File: config.mk
export PLATFORM = sky130hd
export DESIGN_NAME = link_port
export DESIGN_NICKNAME = d
export VERILOG_FILES = /design/src/rtl/lp_pkg.sv /design/src/rtl/lp_mode.sv /design/src/rtl/lp_tx.sv /design/src/rtl/lp_rx.sv /design/src/rtl/link_port.sv
export SDC_FILE = /design/constraint.sdc
export NUM_CORES = 1
export LEC_CHECK = 0
export CAP_MARGIN = 20
export CORE_MARGIN = 10
export CORE_UTILIZATION = 54
export DETAILED_ROUTE_END_ITERATION = 6
export GPL_ROUTABILITY_DRIVEN = 0
export PLACE_DENSITY = 0.86
export SLEW_MARGIN = 20
export SYNTH_ARGS = -nofsm -noshare
export SYNTH_HDL_FRONTEND = slang
export SYNTH_SLANG_ARGS = --single-unit
File: constraint.sdc
create_clock -name clk_i -period 3.1 [get_ports clk_i]
set_input_delay 0.465 -clock clk_i [delete_from_list [all_inputs] [get_ports clk_i]]
set_output_delay 0.465 -clock clk_i [all_outputs]
set_load 0.03 [all_outputs]
File: src/rtl/lp_pkg.sv
package lp_pkg;
  typedef struct packed {
    logic tx;
    logic p48;
  } lp_mode_t;
endpackage

File: src/rtl/lp_mode.sv
module lp_mode
  import lp_pkg::*;
(
  input  logic clk_i,
  input  logic rst_ni,
  input  logic dir_tx_i,
  input  logic pack48_i,
  output logic flush_o
);
  lp_mode_t mode_d, mode_q;

  assign mode_d = '{tx: dir_tx_i, p48: pack48_i};

  always_ff @(posedge clk_i or negedge rst_ni)
    if (!rst_ni) mode_q <= '0;
    else         mode_q <= mode_d;

  assign flush_o = (mode_d != mode_q);
endmodule

File: src/rtl/lp_tx.sv
module lp_tx #(
  parameter int BYTE_W  = 8,
  parameter int LONG_W  = 48,
  parameter int SHORT_W = 32
) (
  input  logic              clk_i,
  input  logic              rst_ni,
  input  logic              en_i,
  input  logic              p48_i,
  input  logic              flush_i,
  input  logic [LONG_W-1:0] wdata_i,
  input  logic              wvalid_i,
  output logic              wready_o,
  output logic              empty_o,
  input  logic              ack_i,
  output logic [BYTE_W-1:0] ldat_o,
  output logic              lclk_o
);
  localparam int LONG_N  = LONG_W / BYTE_W;
  localparam int SHORT_N = SHORT_W / BYTE_W;
  localparam int CNT_W   = $clog2(LONG_N);
  localparam logic [CNT_W-1:0] LAST_L = CNT_W'(LONG_N - 1);
  localparam logic [CNT_W-1:0] LAST_S = CNT_W'(SHORT_N - 1);

  logic [LONG_W-1:0] hold_q, shf_q;
  logic              hold_full_q, busy_q, gap_q, lclk_q;
  logic [CNT_W-1:0]  idx_q;
  logic [BYTE_W-1:0] ldat_q;
  logic [CNT_W-1:0]  last_idx;
  logic              push, load, send;

  assign last_idx = p48_i ? LAST_L : LAST_S;
  assign wready_o = en_i && !hold_full_q;
  assign empty_o  = !hold_full_q;
  assign push     = wvalid_i && wready_o;
  assign load     = en_i && !flush_i && !busy_q && hold_full_q;
  // gap_q enforces one idle clock so the far ack has time to drop
  assign send     = en_i && !flush_i && busy_q && ack_i && !gap_q;

  always_ff @(posedge clk_i or negedge rst_ni) begin
    if (!rst_ni) begin
      hold_q      <= '0;
      hold_full_q <= 1'b0;
    end else if (push) begin
      hold_q      <= wdata_i;
      hold_full_q <= 1'b1;
    end else if (load) begin
      hold_full_q <= 1'b0;
    end
  end

  always_ff @(posedge clk_i or negedge rst_ni) begin
    if (!rst_ni) begin
      shf_q  <= '0;
      busy_q <= 1'b0;
      idx_q  <= '0;
      ldat_q <= '0;
      lclk_q <= 1'b0;
      gap_q  <= 1'b0;
    end else begin
      gap_q <= send;
      if (flush_i) begin
        busy_q <= 1'b0;
        idx_q  <= '0;
      end else if (load) begin
        shf_q  <= hold_q;
        busy_q <= 1'b1;
        idx_q  <= '0;
      end else if (send) begin
        ldat_q <= shf_q[BYTE_W-1:0];
        shf_q  <= shf_q >> BYTE_W;
        lclk_q <= ~lclk_q;
        idx_q  <= idx_q + 1'b1;
        if (idx_q == last_idx) busy_q <= 1'b0;
      end
    end
  end

  assign ldat_o = ldat_q;
  assign lclk_o = lclk_q;

  // a toggle only follows an edge at which ack was high
  a_r4_ack_gate: assert property (@(posedge clk_i) disable iff (!rst_ni)
    !$stable(lclk_q) |-> $past(ack_i));
  // never two toggles back to back
  a_r4_pacing: assert property (@(posedge clk_i) disable iff (!rst_ni)
    !$stable(lclk_q) |=> $stable(lclk_q));
  // no toggle unless transmit was selected
  a_r9_rx_quiet: assert property (@(posedge clk_i) disable iff (!rst_ni)
    !$stable(lclk_q) |-> $past(en_i));
  // a waiting word stays until the shifter takes it
  a_r7_hold_kept: assert property (@(posedge clk_i) disable iff (!rst_ni)
    (hold_full_q && busy_q) |=> hold_full_q);
endmodule

File: src/rtl/lp_rx.sv
module lp_rx #(
  parameter int BYTE_W  = 8,
  parameter int LONG_W  = 48,
  parameter int SHORT_W = 32
) (
  input  logic              clk_i,
  input  logic              rst_ni,
  input  logic              en_i,
  input  logic              p48_i,
  input  logic              flush_i,
  input  logic [BYTE_W-1:0] ldat_i,
  input  logic              lclk_i,
  output logic              ack_o,
  output logic [LONG_W-1:0] rdata_o,
  output logic              rvalid_o,
  input  logic              rready_i
);
  localparam int LONG_N  = LONG_W / BYTE_W;
  localparam int SHORT_N = SHORT_W / BYTE_W;
  localparam int CNT_W   = $clog2(LONG_N);
  localparam logic [CNT_W-1:0] LAST_L = CNT_W'(LONG_N - 1);
  localparam logic [CNT_W-1:0] LAST_S = CNT_W'(SHORT_N - 1);

  logic              lclk_q, asm_full_q, hold_full_q;
  logic [LONG_W-1:0] asm_q, hold_q;
  logic [CNT_W-1:0]  cnt_q, last_idx;
  logic              edge_seen, pop, move;

  assign last_idx  = p48_i ? LAST_L : LAST_S;
  assign edge_seen = en_i && (lclk_i != lclk_q);
  assign pop       = rready_i && hold_full_q;
  assign move      = asm_full_q && (!hold_full_q || pop);

  always_ff @(posedge clk_i or negedge rst_ni) begin
    if (!rst_ni) begin
      lclk_q     <= 1'b0;
      asm_q      <= '0;
      asm_full_q <= 1'b0;
      cnt_q      <= '0;
    end else begin
      lclk_q <= lclk_i;
      if (move) asm_full_q <= 1'b0;
      if (flush_i) begin
        cnt_q <= '0;
      end else if (edge_seen) begin
        if (cnt_q == '0) asm_q <= LONG_W'(ldat_i);
        else             asm_q[cnt_q*BYTE_W +: BYTE_W] <= ldat_i;
        if (cnt_q == last_idx) begin
          cnt_q      <= '0;
          asm_full_q <= 1'b1;
        end else begin
          cnt_q <= cnt_q + 1'b1;
        end
      end
    end
  end

  always_ff @(posedge clk_i or negedge rst_ni) begin
    if (!rst_ni) begin
      hold_q      <= '0;
      hold_full_q <= 1'b0;
    end else if (move) begin
      hold_q      <= asm_q;
      hold_full_q <= 1'b1;
    end else if (pop) begin
      hold_full_q <= 1'b0;
    end
  end

  assign ack_o    = en_i && !(hold_full_q && asm_full_q);
  assign rdata_o  = hold_q;
  assign rvalid_o = hold_full_q;

  // a byte never arrives while a finished word is still in assembly
  a_r10_no_overrun: assert property (@(posedge clk_i) disable iff (!rst_ni)
    edge_seen |-> !asm_full_q);
  // core word holds until popped
  a_r6_word_stable: assert property (@(posedge clk_i) disable iff (!rst_ni)
    (hold_full_q && !rready_i) |=> (hold_full_q && $stable(hold_q)));
endmodule

File: src/rtl/link_port.sv
module link_port #(
  parameter int BYTE_W  = 8,
  parameter int LONG_W  = 48,
  parameter int SHORT_W = 32
) (
  input  logic              clk_i,
  input  logic              rst_ni,
  input  logic              dir_tx_i,
  input  logic              pack48_i,
  input  logic [LONG_W-1:0] tx_data_i,
  input  logic              tx_valid_i,
  output logic              tx_ready_o,
  output logic              tx_empty_o,
  output logic [LONG_W-1:0] rx_data_o,
  output logic              rx_valid_o,
  input  logic              rx_ready_i,
  output logic              rx_full_o,
  output logic [BYTE_W-1:0] lk_data_o,
  output logic              lk_clk_o,
  input  logic              lk_ack_i,
  input  logic [BYTE_W-1:0] lk_data_i,
  input  logic              lk_clk_i,
  output logic              lk_ack_o
);
  logic flush;
  logic rx_valid;

  lp_mode i_mode (
    .clk_i   (clk_i),
    .rst_ni  (rst_ni),
    .dir_tx_i(dir_tx_i),
    .pack48_i(pack48_i),
    .flush_o (flush)
  );

  lp_tx #(.BYTE_W(BYTE_W), .LONG_W(LONG_W), .SHORT_W(SHORT_W)) i_tx (
    .clk_i   (clk_i),
    .rst_ni  (rst_ni),
    .en_i    (dir_tx_i),
    .p48_i   (pack48_i),
    .flush_i (flush),
    .wdata_i (tx_data_i),
    .wvalid_i(tx_valid_i),
    .wready_o(tx_ready_o),
    .empty_o (tx_empty_o),
    .ack_i   (lk_ack_i),
    .ldat_o  (lk_data_o),
    .lclk_o  (lk_clk_o)
  );

  lp_rx #(.BYTE_W(BYTE_W), .LONG_W(LONG_W), .SHORT_W(SHORT_W)) i_rx (
    .clk_i   (clk_i),
    .rst_ni  (rst_ni),
    .en_i    (!dir_tx_i),
    .p48_i   (pack48_i),
    .flush_i (flush),
    .ldat_i  (lk_data_i),
    .lclk_i  (lk_clk_i),
    .ack_o   (lk_ack_o),
    .rdata_o (rx_data_o),
    .rvalid_o(rx_valid),
    .rready_i(rx_ready_i)
  );

  assign rx_valid_o = rx_valid;
  assign rx_full_o  = rx_valid;

  // a pop while stalled reopens the link next cycle
  a_r5_ack_recovers: assert property (@(posedge clk_i) disable iff (!rst_ni)
    (!dir_tx_i && !lk_ack_o && rx_ready_i) |=> (lk_ack_o || dir_tx_i));
  // no acknowledge while transmitting
  a_r5_ack_tx_low: assert property (@(posedge clk_i) disable iff (!rst_ni)
    dir_tx_i |-> !lk_ack_o);
endmodule

==> summary.md <==
| Metric | Value |
|---|---|
| Slowest-stage cell, CP | dfrtp_1 |
| Area Overhead vs Synth | 25.01% |
| Die X | 146.3 um |
| Slew @ Worst Pin | 0.7174 ns |
| RSZ-0062 raised after global routing | no |
| Status | completed |
| Setup CP Type | reg2reg |
| Htree depth | 1 |
| Dominant cell by count in the synthesized netlist | dfrtp_1 |
| Drt pass-1 iters | 5 |
| IO buf count | 125 |
| Worst-Skew Late Latency | 0.50 ns |
| Int Power | 5728 uW |
| Post-synth design cell area | 8610 um^2 |
| Final Cycle Share | 85.53% |
| Drt total wl | 19.12 mm |
| Slew Viols, Final | 0 |
| Syn Area/Cell | 12.91 um^2 |
| Worst r2r src | i_rx.cnt_q[0] |
| Clock transition at path regs | 0.06 ns |
| Antenna violations before repair | 1 |
| Initial Util | 54.59% |
| Clk root buf | clkbuf_16 |
| Fraction of power spent switching nets | 27.40% |
| Synth cell types | 45 |
| Yosys warnings | 0 |
| Vias in the first global route | 6251 |
| CP Max Fanout | 12 |
| Synth Net Count | 739 |
| Worst r2r path cells | 7 |
| Hold Fails Final Rpt | 0 |
| Nets | 859 |
| Hold Crit Class | in2async |
| Switching power | 2162 uW |
| # hold bufs at CTS | 0 |
| EDFF count, synth | 0 |
| Final setup TNS | 0 ns |
| Final min period | 2.651 ns |
| Worst vdd ir | 0.4719 mV |
| Post-DRT Antenna Nets | 0 |
| Comb power frac | 19.0% |
| Detailed-route vias per instance | 5.685 |
| CTS Buf Count | 21 |
| DRC | 0 |
| Yosys top cell area share | 62.49% |
| I/O pins | 126 |
| Starting DRT DRC Count | 444 |
| WP data arrival | 3.04 ns |
| Max cap viols | 0 |
| Setup bufs post-CTS | 0 |
| Clk sinks | 215 |
| Final setup viols | 0 |
| Worst Clk Skew | 0.02570 ns |
| Endpoint class of the critical path | flop |
| Pleak | 0.004753 uW |
| Async SR Flop Fraction | 100.0% |
| Rows | 46 |
| Cells resized by post-CTS repair | 0 |
| Dominant cells by area after synthesis | dfrtp_1 (62%), mux2_2 (15%), o22ai_1 (3.0%), a21oi_1 (2.6%), nand2_1 (2.4%) |
| Vias | 5776 |
| Pin count of the biggest net entering global routing | 91 |
| First-pass GRT wire length | 31.91 mm |
| Max Clock Freq | 377.2 MHz |
| Sequential Power Share | 50.0% |
| DP HPWL | 13.47 mm |
| Core ar. | 15770 um^2 |
| CP required | 3.49 ns |
| Register area share after synthesis | 62.49% |
| CP Launch Type | flop |
| Leading area contributor after synthesis | dfrtp_1 |
| Inst Count DP | 980 |
| Number of synthesized register bits | 215 |
| Fraction of layout cells with a size suffix above 1 | 21.28% |
| Non-Filler Instances | 1016 |
| DR WL/cell | 18.82 um |
| Max-slew headroom | 52.17% |
| Cells after synthesis | 667 |
| CP peak stage delay | 0.59 ns |
| Worst-path cell chain | inv_1 > ha_1 > ha_1 > nand2b_1 > or2_2 > or2_2 > o21ai_0 |
| Synth cell count leaders | dfrtp_1 (215), mux2_2 (111), nand2_1 (54) |
| CTS tree | built |
| Power Dens Cells | 733.1 nW/um^2 |
| R2r endpoint | i_rx.asm_q[12] |
| Grt ovf | 0 |
| Clock power share | 31.0% |
| Commonest register cell after synthesis | dfrtp_1 |
| Clk buf depth | 3 |
| R2R setup slack | 0.45 ns |
| GRT Total Usage | 17.54% |
| Die Height | 146.3 um |
| Die footprint | 21390 um^2 |
==> power groups by stage <==
| stage | clock network, uW | logic, uW | registers, uW |
|---|---|---|---|
| CTS | 2490 | 1520 | 3940 |
| detailed placement | 0 | 1500 | 3980 |
| finish | 2450 | 1500 | 3950 |
| floorplan | 0 | 999 | 3880 |
| global route | 2600 | 1650 | 4020 |
| global placement | 0 | 1430 | 3940 |
==> registers in the layout (all words and copies together) (netlist names), 2 cells and up <==
signal	cells
i_mode.mode_q	2
i_rx.asm_q	48
i_rx.cnt_q	3
i_rx.rdata_o	48
i_tx.hold_q	48
i_tx.idx_q	3
i_tx.ldat_o	8
i_tx.shf_q	48
==> routing by layer <==
metal	vias to the layer above	wire (um)	global-route usage, %
li1	2649	-	-
met1	2896	7624	20.90
met2	190	9957	30.98
met3	41	1115	4.357
met4	0	422	4.555
met5	-	0	0
==> stage by stage <==
stage	power, uW	instance area, um^2	setup WS, ns	util, %	hold slack, ns
floorplan	4883	8610	0.8628	-	0.1694
global placement	5367	10100	0.6334	64.02	0.4575
detailed placement	5484	10100	0.5189	64.02	0.4568
CTS	7947	10760	0.4746	68.23	0.05957
global route	8276	10760	0.2985	68.23	0.09345
finish	7890	10760	0.4486	68.25	0.04276
==> worst max path at each step <==
stage	endpoint	cells after the start	start	slack, ns
2_1_floorplan	i_rx.asm_q[12]	9	i_rx.cnt_q[0]	0.86
3_3_place_gp	tx_ready_o	3	dir_tx_i	0.63
3_5_place_dp	i_rx.asm_q[12]	7	i_rx.cnt_q[0]	0.52
4_1_cts	i_rx.asm_q[12]	7	i_rx.cnt_q[0]	0.47
5_1_grt	i_rx.asm_q[25]	6	i_rx.cnt_q[0]	0.30
6_report	i_rx.asm_q[12]	7	i_rx.cnt_q[0]	0.45
==> critical path: cells and delay by family, from the launching register on <==
family	cells	cell delay [ns]
AND/OR/NAND/NOR	3	0.83
adder cells (fa/ha/maj)	2	0.73
flip-flops	1	0.59
AO/OA/AOI/OAI	1	0.22
buffers and inverters	1	0.18
==> kinds of logic (layout without fill, tap and decap cells) <==
kind of cell	Yosys count	in the layout	synth area share [%]
xor+xnor	6	6	1.003
buf+inv	46	178	2.325
fa+ha+maj	8	8	1.163
compound gates	151	151	11.54
other cells	0	1	0
mux	113	113	14.78
flops	215	215	62.49
simple gates	128	128	6.700
==> cell type report <==
| cell class | count | area [um^2] |
|---|---|---|
| antenna | 1 | 2.502 |
| clock buffer | 31 | 613.1 |
| clock inverter | 4 | 51.30 |
| fill | 1126 | 5007 |
| inverter | 7 | 26.28 |
| multi-input combinational | 406 | 3044 |
| sequential | 215 | 5380 |
| tap | 216 | 270.3 |
| timing repair buffer | 136 | 1375 |
==> cells in the final DEF, fill, tap and decap left out, types with 2 or more instances in the layout <==
cell / count
nand3_1: 2
or2_2: 2
buf_12: 3
o22ai_1: 41
clkdlybuf4s50_1: 124
clkbuf_8: 6
dfrtp_1: 215
nand2_2: 2
xor2_1: 2
o21ai_0: 16
o311a_1: 3
clkbuf_16: 21
nor2b_1: 3
mux2_2: 111
a22o_1: 12
mux2_1: 2
nand3b_1: 2
a21oi_1: 44
nand2_1: 52
nor2_1: 47
o31ai_1: 19
nand2b_1: 6
a21o_1: 2
ha_1: 8
clkbuf_1: 5
buf_4: 8
inv_1: 7
o2111ai_2: 2
a32o_1: 7
xor2_2: 2
No activity file was read; power rests on OpenSTA's default activity.
